<file path="config.mk">
export PLATFORM = sky130hd
export DESIGN_NAME = sdram_burst_seq
export DESIGN_NICKNAME = d
export VERILOG_FILES = /design/src/rtl/sdram_seq_pkg.sv /design/src/rtl/sdram_refresh_timer.sv /design/src/rtl/sdram_lane_mask.sv /design/src/rtl/sdram_burst_seq.sv
export SDC_FILE = /design/constraint.sdc
export NUM_CORES = 1
export LEC_CHECK = 0
export BUFFER_PORTS_ARGS = -buffer_cell sky130_fd_sc_hd__buf_2
export CAP_MARGIN = 20
export CELL_PAD_IN_SITES_DETAIL_PLACEMENT = 1
export CELL_PAD_IN_SITES_GLOBAL_PLACEMENT = 1
export CORE_UTILIZATION = 43
export DETAILED_ROUTE_END_ITERATION = 10
export HOLD_SLACK_MARGIN = 0.03
export PLACE_DENSITY = 0.85
export SYNTH_ARGS = -nofsm -noshare
export SYNTH_HDL_FRONTEND = slang
export SYNTH_SLANG_ARGS = --single-unit
</file>
<file path="constraint.sdc">
create_clock -name clk -period 10.3 [get_ports clk]
set_clock_uncertainty 0.1 [all_clocks]
set_input_delay 2.06 -clock clk [delete_from_list [all_inputs] [get_ports clk]]
set_output_delay 2.06 -clock clk [all_outputs]
set_load 0.01 [all_outputs]
</file>
<file path="src/rtl/sdram_seq_pkg.sv">
`timescale 1ns/1ps
// Shared encodings for the SDRAM burst sequencer.
// Assumes: commands are {ras_n, cas_n, we_n}; chip select is derived separately.
package sdram_seq_pkg;
    typedef enum logic [2:0] {
        CMD_MRS = 3'b000,
        CMD_REF = 3'b001,
        CMD_PRE = 3'b010,
        CMD_ACT = 3'b011,
        CMD_WR  = 3'b100,
        CMD_RD  = 3'b101,
        CMD_NOP = 3'b111
    } sd_cmd_e;

    typedef enum logic [3:0] {
        ST_INIT_PRE, ST_MRS, ST_IDLE, ST_ACT, ST_XFER,
        ST_PRE, ST_REF_PRE, ST_REF, ST_REF_WAIT
    } seq_state_e;

    localparam logic [1:0] PW_8  = 2'd0;
    localparam logic [1:0] PW_16 = 2'd1;
endpackage

</file>
<file path="src/rtl/sdram_refresh_timer.sv">
`timescale 1ns/1ps
// Refresh interval timer: a prescaler produces a tick every cfg_prescale
// cycles, and every cfg_interval ticks a refresh request is raised.
// The request is held until the sequencer acknowledges it.
// Assumes: a zero value in either setting behaves as one.
module sdram_refresh_timer #(
    parameter int PS_W  = 8,
    parameter int INT_W = 8
) (
    input  logic             clk,
    input  logic             rst_n,
    input  logic [PS_W-1:0]  cfg_prescale,
    input  logic [INT_W-1:0] cfg_interval,
    input  logic             ref_ack,
    output logic             ref_due
);
    logic [PS_W-1:0]  ps_cnt, ps_last;
    logic [INT_W-1:0] iv_cnt, iv_last;
    logic             tick, fire;

    // Terminal counts and period events
    always_comb begin
        ps_last = (cfg_prescale == '0) ? '0 : cfg_prescale - 1'b1;
        iv_last = (cfg_interval == '0) ? '0 : cfg_interval - 1'b1;
        tick    = (ps_cnt >= ps_last);
        fire    = tick && (iv_cnt >= iv_last);
    end

    // Prescaler counter
    always_ff @(posedge clk) begin
        if (!rst_n)    ps_cnt <= '0;
        else if (tick) ps_cnt <= '0;
        else           ps_cnt <= ps_cnt + 1'b1;
    end

    // Interval counter, advanced by prescaler ticks
    always_ff @(posedge clk) begin
        if (!rst_n)    iv_cnt <= '0;
        else if (fire) iv_cnt <= '0;
        else if (tick) iv_cnt <= iv_cnt + 1'b1;
    end

    // Sticky refresh request
    always_ff @(posedge clk) begin
        if (!rst_n)       ref_due <= 1'b0;
        else if (fire)    ref_due <= 1'b1;
        else if (ref_ack) ref_due <= 1'b0;
    end


    ref_due_hold_chk: assert property (@(posedge clk) disable iff (!rst_n)
        (ref_due && !ref_ack) |=> ref_due);
endmodule

</file>
<file path="src/rtl/sdram_lane_mask.sv">
`timescale 1ns/1ps
// Beat planner: from the port width and transfer size, works out the burst
// length, how many beats are needed and which byte lanes of a given beat
// are unused (mask bit high).
// Assumes: lanes fill from lane 0 upward; the lanes above the port width are always masked.
module sdram_lane_mask
    import sdram_seq_pkg::*;
#(
    parameter int LANES   = 4,
    parameter int BYTES_W = 6,
    parameter int BEAT_W  = 4
) (
    input  logic [1:0]         port_w,
    input  logic [BYTES_W-1:0] xfer_bytes,
    input  logic [BEAT_W-1:0]  beat,
    output logic [BEAT_W-1:0]  burst_len,
    output logic [BEAT_W-1:0]  need_beats,
    output logic [LANES-1:0]   lane_off
);
    localparam int SUM_W = BYTES_W + BEAT_W + 2;
    logic [1:0]       shift;
    logic [SUM_W-1:0] pb, bytes_x, need_raw, remain, valid;

    // Beat count and per-beat valid byte count
    always_comb begin
        shift      = (port_w == PW_8) ? 2'd0 : (port_w == PW_16) ? 2'd1 : 2'd2;
        pb         = SUM_W'(1) << shift;
        burst_len  = (port_w == PW_16) ? BEAT_W'(4) : BEAT_W'(8);
        bytes_x    = SUM_W'(xfer_bytes);
        need_raw   = (bytes_x + pb - 1'b1) >> shift;
        if (need_raw == '0)                      need_beats = BEAT_W'(1);
        else if (need_raw > SUM_W'(burst_len))   need_beats = burst_len;
        else                                     need_beats = BEAT_W'(need_raw);
        remain     = bytes_x - (SUM_W'(beat) << shift);
        valid      = (remain >= pb) ? pb : remain;
    end

    for (genvar g = 0; g < LANES; g++) begin : g_lane
        assign lane_off[g] = !(SUM_W'(g) < valid);
    end
endmodule

</file>
<file path="src/rtl/sdram_burst_seq.sv">
`timescale 1ns/1ps
// SDRAM burst command sequencer. Runs initialisation and mode reloads
// (PRECHARGE-all, MODE-SET), host accesses (ACTIVE, READ/WRITE, full burst
// with masking and early end, PRECHARGE) and refresh (PRECHARGE-all,
// AUTO-REFRESH, recovery wait).
// Assumes: a one-cycle row-to-column delay; every access closes its row;
// COL_W <= 10 and ROW_W > 10, so address bit 10 serves as the all-banks flag.
module sdram_burst_seq
    import sdram_seq_pkg::*;
#(
    parameter int BANK_W     = 2,
    parameter int ROW_W      = 13,
    parameter int COL_W      = 9,
    parameter int DQ_W       = 32,
    parameter int PS_W       = 8,
    parameter int INT_W      = 8,
    parameter int REF_CYCLES = 4,
    localparam int REQ_AW    = BANK_W + ROW_W + COL_W,
    localparam int LANES     = DQ_W / 8
) (
    input  logic              clk,
    input  logic              rst_n,
    input  logic [1:0]        cfg_port_w,
    input  logic [1:0]        cfg_cas_lat,
    input  logic [PS_W-1:0]   cfg_prescale,
    input  logic [INT_W-1:0]  cfg_interval,
    input  logic              mode_load,
    input  logic              req_valid,
    input  logic              req_write,
    input  logic [REQ_AW-1:0] req_addr,
    input  logic [5:0]        req_bytes,
    output logic              req_ready,
    output logic              req_ack,
    output logic              sd_cs_n,
    output logic              sd_ras_n,
    output logic              sd_cas_n,
    output logic              sd_we_n,
    output logic [BANK_W-1:0] sd_ba,
    output logic [ROW_W-1:0]  sd_addr,
    output logic [LANES-1:0]  sd_dqm,
    output logic              dq_drive,
    output logic              dq_capture
);
    localparam int A10    = 10;
    localparam int BEAT_W = 4;
    localparam int RW_W   = $clog2(REF_CYCLES + 1);

    seq_state_e         state;
    sd_cmd_e            cur_cmd;
    logic               ref_due, ref_ack, mode_pend;
    logic               t_write;
    logic [BANK_W-1:0]  t_bank;
    logic [ROW_W-1:0]   t_row;
    logic [COL_W-1:0]   t_col;
    logic [5:0]         t_bytes;
    logic [BEAT_W-1:0]  dcyc, off, beat, bl, need, last_need, full_last;
    logic [RW_W-1:0]    wcnt;
    logic [LANES-1:0]   lane_off;
    logic               data_cyc, beat_need, waiting;

    sdram_refresh_timer #(.PS_W(PS_W), .INT_W(INT_W)) u_ref (
        .clk(clk), .rst_n(rst_n), .cfg_prescale(cfg_prescale),
        .cfg_interval(cfg_interval), .ref_ack(ref_ack), .ref_due(ref_due));

    sdram_lane_mask #(.LANES(LANES), .BYTES_W(6), .BEAT_W(BEAT_W)) u_mask (
        .port_w(cfg_port_w), .xfer_bytes(t_bytes), .beat(beat),
        .burst_len(bl), .need_beats(need), .lane_off(lane_off));

    // Burst timing points relative to the READ/WRITE cycle
    always_comb begin
        off       = t_write ? '0 : BEAT_W'(cfg_cas_lat);
        data_cyc  = (dcyc >= off);
        beat      = dcyc - off;
        beat_need = data_cyc && (beat < need);
        last_need = off + need - 1'b1;
        full_last = off + bl - 1'b1;
        waiting   = req_valid || ref_due || mode_pend;
        req_ready = (state == ST_IDLE) && !ref_due && !mode_pend;
        ref_ack   = (state == ST_REF);
    end

    // Pending mode reload flag
    always_ff @(posedge clk) begin
        if (!rst_n)              mode_pend <= 1'b0;
        else if (mode_load)      mode_pend <= 1'b1;
        else if (state == ST_MRS) mode_pend <= 1'b0;
    end

    // Main sequencing state machine and request latch
    always_ff @(posedge clk) begin
        if (!rst_n) begin
            state   <= ST_INIT_PRE;
            dcyc    <= '0;
            wcnt    <= '0;
            t_write <= 1'b0;
            t_bank  <= '0;
            t_row   <= '0;
            t_col   <= '0;
            t_bytes <= 6'd1;
        end else begin
            case (state)
                ST_INIT_PRE: state <= ST_MRS;
                ST_MRS:      state <= ST_IDLE;
                ST_IDLE: begin
                    if (ref_due)        state <= ST_REF_PRE;
                    else if (mode_pend) state <= ST_INIT_PRE;
                    else if (req_valid) begin
                        state   <= ST_ACT;
                        t_write <= req_write;
                        t_bank  <= req_addr[REQ_AW-1 -: BANK_W];
                        t_row   <= req_addr[COL_W +: ROW_W];
                        t_col   <= req_addr[COL_W-1:0];
                        t_bytes <= req_bytes;
                    end
                end
                ST_ACT: begin
                    state <= ST_XFER;
                    dcyc  <= '0;
                end
                ST_XFER: begin
                    if ((dcyc == last_need && waiting) || dcyc == full_last)
                        state <= ST_PRE;
                    else
                        dcyc <= dcyc + 1'b1;
                end
                ST_PRE:     state <= ST_IDLE;
                ST_REF_PRE: state <= ST_REF;
                ST_REF: begin
                    state <= ST_REF_WAIT;
                    wcnt  <= RW_W'(REF_CYCLES - 1);
                end
                ST_REF_WAIT: begin
                    if (wcnt == '0) state <= ST_IDLE;
                    else            wcnt  <= wcnt - 1'b1;
                end
                default: state <= ST_IDLE;
            endcase
        end
    end

    // Command, address and data-lane outputs for the current state
    always_comb begin
        cur_cmd    = CMD_NOP;
        sd_addr    = '0;
        sd_ba      = t_bank;
        sd_dqm     = '1;
        dq_drive   = 1'b0;
        dq_capture = 1'b0;
        req_ack    = 1'b0;
        case (state)
            ST_INIT_PRE, ST_REF_PRE: begin
                cur_cmd      = CMD_PRE;
                sd_addr[A10] = 1'b1;
            end
            ST_MRS: begin
                cur_cmd      = CMD_MRS;
                sd_addr[2:0] = (bl == BEAT_W'(8)) ? 3'b011 : 3'b010;
                sd_addr[6:4] = {1'b0, cfg_cas_lat};
            end
            ST_ACT: begin
                cur_cmd = CMD_ACT;
                sd_addr = t_row;
            end
            ST_XFER: begin
                if (dcyc == '0) begin
                    cur_cmd = t_write ? CMD_WR : CMD_RD;
                    sd_addr = ROW_W'(t_col);
                end
                if (beat_need) sd_dqm = lane_off;
                dq_drive   = beat_need && t_write;
                dq_capture = beat_need && !t_write;
                req_ack    = (dcyc == last_need);
            end
            ST_PRE: cur_cmd = CMD_PRE;
            ST_REF: cur_cmd = CMD_REF;
            default: cur_cmd = CMD_NOP;
        endcase
        {sd_ras_n, sd_cas_n, sd_we_n} = cur_cmd;
        sd_cs_n = (cur_cmd == CMD_NOP);
    end


    ack_pulse_chk: assert property (@(posedge clk) disable iff (!rst_n)
        req_ack |=> !req_ack);

    act_then_rw_chk: assert property (@(posedge clk) disable iff (!rst_n)
        (cur_cmd == CMD_ACT) |=> (cur_cmd == CMD_RD || cur_cmd == CMD_WR));

    ref_after_pall_chk: assert property (@(posedge clk) disable iff (!rst_n)
        (cur_cmd == CMD_REF) |-> $past(cur_cmd == CMD_PRE && sd_addr[A10]));

    ref_priority_chk: assert property (@(posedge clk) disable iff (!rst_n)
        (cur_cmd == CMD_PRE && !sd_addr[A10] && ref_due)
        |=> ##1 (cur_cmd == CMD_PRE && sd_addr[A10]));

    dqm_idle_chk: assert property (@(posedge clk) disable iff (!rst_n)
        !(dq_drive || dq_capture) |-> (&sd_dqm));
endmodule

</file>
==> impl_metrics.tcl <==
set metrics [dict create \
    synth_ff_type "dfxtp_1" \
    h-tree-depth 3 \
    dp.cells 828 \
    antenna_found_initial 0 \
    r2r_cells 25 \
    syn_inst 625 \
    crit_arrival_ns 7.45 \
    tightest_slew_ns 0.939 \
    peakVddDrop_v 0.0000675 \
    fp.dieH_um 110 \
    hp-start "t_row[12]" \
    fillCellCount 1474 \
    numCtsBuffers 9 \
    vias 4741 \
    gp_congestion 0.890 \
    cp_max_fo 17 \
    fin_cells 846 \
    core_um2 11400 \
    die_area_um2 12100 \
    wirelength_um 14000 \
    dp.final_hpwl_um 10800 \
    syn-num-nets 738 \
    finalHoldViolCount 0 \
    p_leak_nw 2.60 \
    yosys-top-cells-area "dfxtp_1, ha_1, nand2_1" \
    grt_max_degree 45 \
    final_util_pct 50.7 \
    cts_tree "done" \
    reg2reg_from "t_bytes[1]" \
    ctsResizeCount 0 \
    dr.pass1.iters 5 \
    ant_nets 0 \
    r2r_slack_ns 4.33 \
    die_x_um 110 \
    gr-usage-all-layers_pct 24.1 \
    startpoint_type "primary input" \
    min_to "t_row[12]" \
    root_buffer "clkbuf_16" \
    diodes 0 \
    fin_nets 812 \
    synth_top_area_share_pct 23.9 \
    numClockSinks 60 \
    syn-cell-area_um2 5020 \
    power_density_nw_per_um2 125 \
    cts.clk_slew.worst_paths_ns 0.05 \
    rsz0062_at_grt "no" \
    crit_type "in2out" \
    drive_gt1_share_pct 17.9 \
    multi_input_area_um2 3470 \
    fin_crit_sh_pct 93.3 \
    maxSlewHeadroom_pct 37.2 \
    synthToLayoutAreaGrowth_pct 15.3 \
    clock_latency_ns 0.33 \
    placement.io_buffers 81 \
    drt_iter0_drc 171 \
    start_util_pct 44.0 \
    setup_viol 0 \
    grt_pass1_wl_um 22500 \
    pin_count 82 \
    hold_buffers 0 \
    post_cts_buffers 0 \
    fmax_mhz 104 \
    status "finished, final reports clean" \
    post-route-min-period_ns 9.61 \
    grt_pass1_vias 4919 \
    required_ns 8.14 \
    yosys.area.top_type "dfxtp_1" \
    synth.ff_latch_count 60 \
    hold_path_depth 2 \
    rows 39 \
    rr_endpoint "state[0]" \
    hold_path_class "reg2reg" \
    place_area_um2 5460 \
    fin_setup_tns_ns 0 \
    clk_path_buf_depth 2 \
    yosysWarnings 0 \
    slew_viol_final 0 \
    yosysSeqAreaShare_pct 23.9 \
    drc_errors 0 \
    overflow 0 \
    vias_per_cell 5.60 \
    maxCapViolCount 0 \
    wire_per_inst_um 16.6 \
    stdcell_area_um2 5790 \
    ys_async_sr_fraction_pct 0 \
    seq_area_um2 1200 \
    critPathCaptureType "output pin" \
    yosysUniqueCellTypes 74 \
    synth_area_per_cell_um2 8.04 \
    synth_edf_count 0 \
]
==> registers in the layout, summed over array words and instances (netlist names) <==
signal and cells:
t_row 13, t_col 9, u_ref.iv_cnt 8, u_ref.ps_cnt 8, t_bytes 6, dcyc 4
state 4, wcnt 3, sd_ba 2, mode_pend 1, t_write 1, u_ref.ref_due 1
==> critical path, stage by stage <==
cell	delay, ns
buf_2	0.29
inv_1	0.11
buf_4	0.21
ha_1	0.29
inv_1	0.06
fa_1	0.52
a211oi_1	0.36
o21bai_1	0.18
and3_2	0.26
nor2_1	0.18
ha_1	0.20
nand2_1	0.10
nor3_1	0.29
a211oi_4	0.14
nor2_1	0.21
o211ai_1	0.16
ha_1	0.33
inv_1	0.07
ha_1	0.13
inv_1	0.04
fa_1	0.38
xnor2_1	0.23
and2b_2	0.19
a2bb2oi_2	0.09
nor3_1	0.20
buf_2	0.16
==> worst max-delay path by stage <==
stage,endpoint,cells after the start,startpoint,slack [ns]
after global placement,req_ack,26,cfg_port_w[1],1.06
after floorplan,req_ack,26,cfg_port_w[1],1.38
after global routing,req_ack,26,cfg_port_w[1],0.22
after detailed placement,req_ack,26,cfg_port_w[1],0.78
after CTS,req_ack,26,cfg_port_w[1],0.75
final,req_ack,26,cfg_port_w[1],0.69
==> metal layers <==
metal	share of wire [%]	up-vias	global-route usage [%]
li1	-	2310	-
met1	40	2320	26.5
met2	54	86	46.3
met3	3.6	25	3.00
met4	2.1	0	9.71
met5	0	-	0
==> cell usage in the layout (no fill, tap or decap), drive strengths merged, types with 3 or more instances in the layout <==
master	Yosys	layout
nand2	99	99
buf	2	87
dfxtp	60	60
ha	54	54
inv	48	48
nor2	47	47
a21boi	34	34
xor2	24	24
o21ai	22	22
nand2b	17	17
a21oi	17	17
nand3	13	13
xnor2	12	12
nor3	11	11
nor2b	10	10
mux2i	9	9
and2	9	9
clkbuf	21	9
a211oi	8	8
a21o	7	7
and3	7	7
nor3b	6	6
o21a	6	6
nand4	6	6
o21bai	6	6
a2111oi	6	6
o211ai	5	5
a22o	5	5
clkinvlp	0	5
or2	5	5
fa	4	4
nand3b	3	3
or3	3	3
a222oi	3	3
o211a	3	3
==> cells by family (layout without fill, tap and decap cells) <==
logic type,after synthesis,count (layout),synth area share (%)
other,1,1,0.0746
flip-flops,60,60,23.9
adder cells (fa/ha/maj),58,58,15.0
XOR/XNOR,36,36,6.28
AND/OR/NAND/NOR,247,247,23.8
AO/OA/AOI/OAI,142,142,22.1
buffers and inverters,72,150,7.05
multiplexers,9,9,1.79
==> where the power goes <==
group | total, mW | switching [mW] | leakage, nW | internal [mW]
combinational | 0.206 | 0.119 | 2.00 | 0.0867
clock | 0.268 | 0.108 | 0.116 | 0.160
sequential | 0.247 | 0.00848 | 0.485 | 0.239
total | 0.721 | 0.236 | 2.60 | 0.486
==> final cells by class <==
cell class,instances,share of cell area [%]
sequential,60,20.7
inverter,48,3.11
tap,143,3.09
multi-input combinational,493,59.9
clock inverter,6,0.735
timing repair buffer,87,8.54
clock buffer,9,3.89
==> cells in the mapped netlist, types with 8 or more instances <==
| cell type | n |
|---|---|
| a21boi_0 | 26 |
| a21boi_1 | 8 |
| a21oi_1 | 17 |
| and2_1 | 9 |
| clkbuf_1 | 17 |
| dfxtp_1 | 60 |
| ha_1 | 54 |
| inv_1 | 48 |
| mux2i_1 | 9 |
| nand2_1 | 98 |
| nand2b_1 | 17 |
| nand3_1 | 13 |
| nor2_1 | 47 |
| nor2b_1 | 10 |
| nor3_1 | 11 |
| o21ai_0 | 18 |
| xnor2_1 | 12 |
| xor2_1 | 24 |
==> per-stage QoR <==
stage          hold WS (ns)  total power, mW  setup WS, ns
2_1_floorplan         0.330            0.401          1.38
3_3_place_gp          0.337            0.441          1.06
3_5_place_dp          0.347            0.453         0.777
4_1_cts               0.356            0.723         0.749
5_1_grt               0.389            0.763         0.220
6_report              0.351            0.721         0.691
Power figures use the tool's default switching activity.
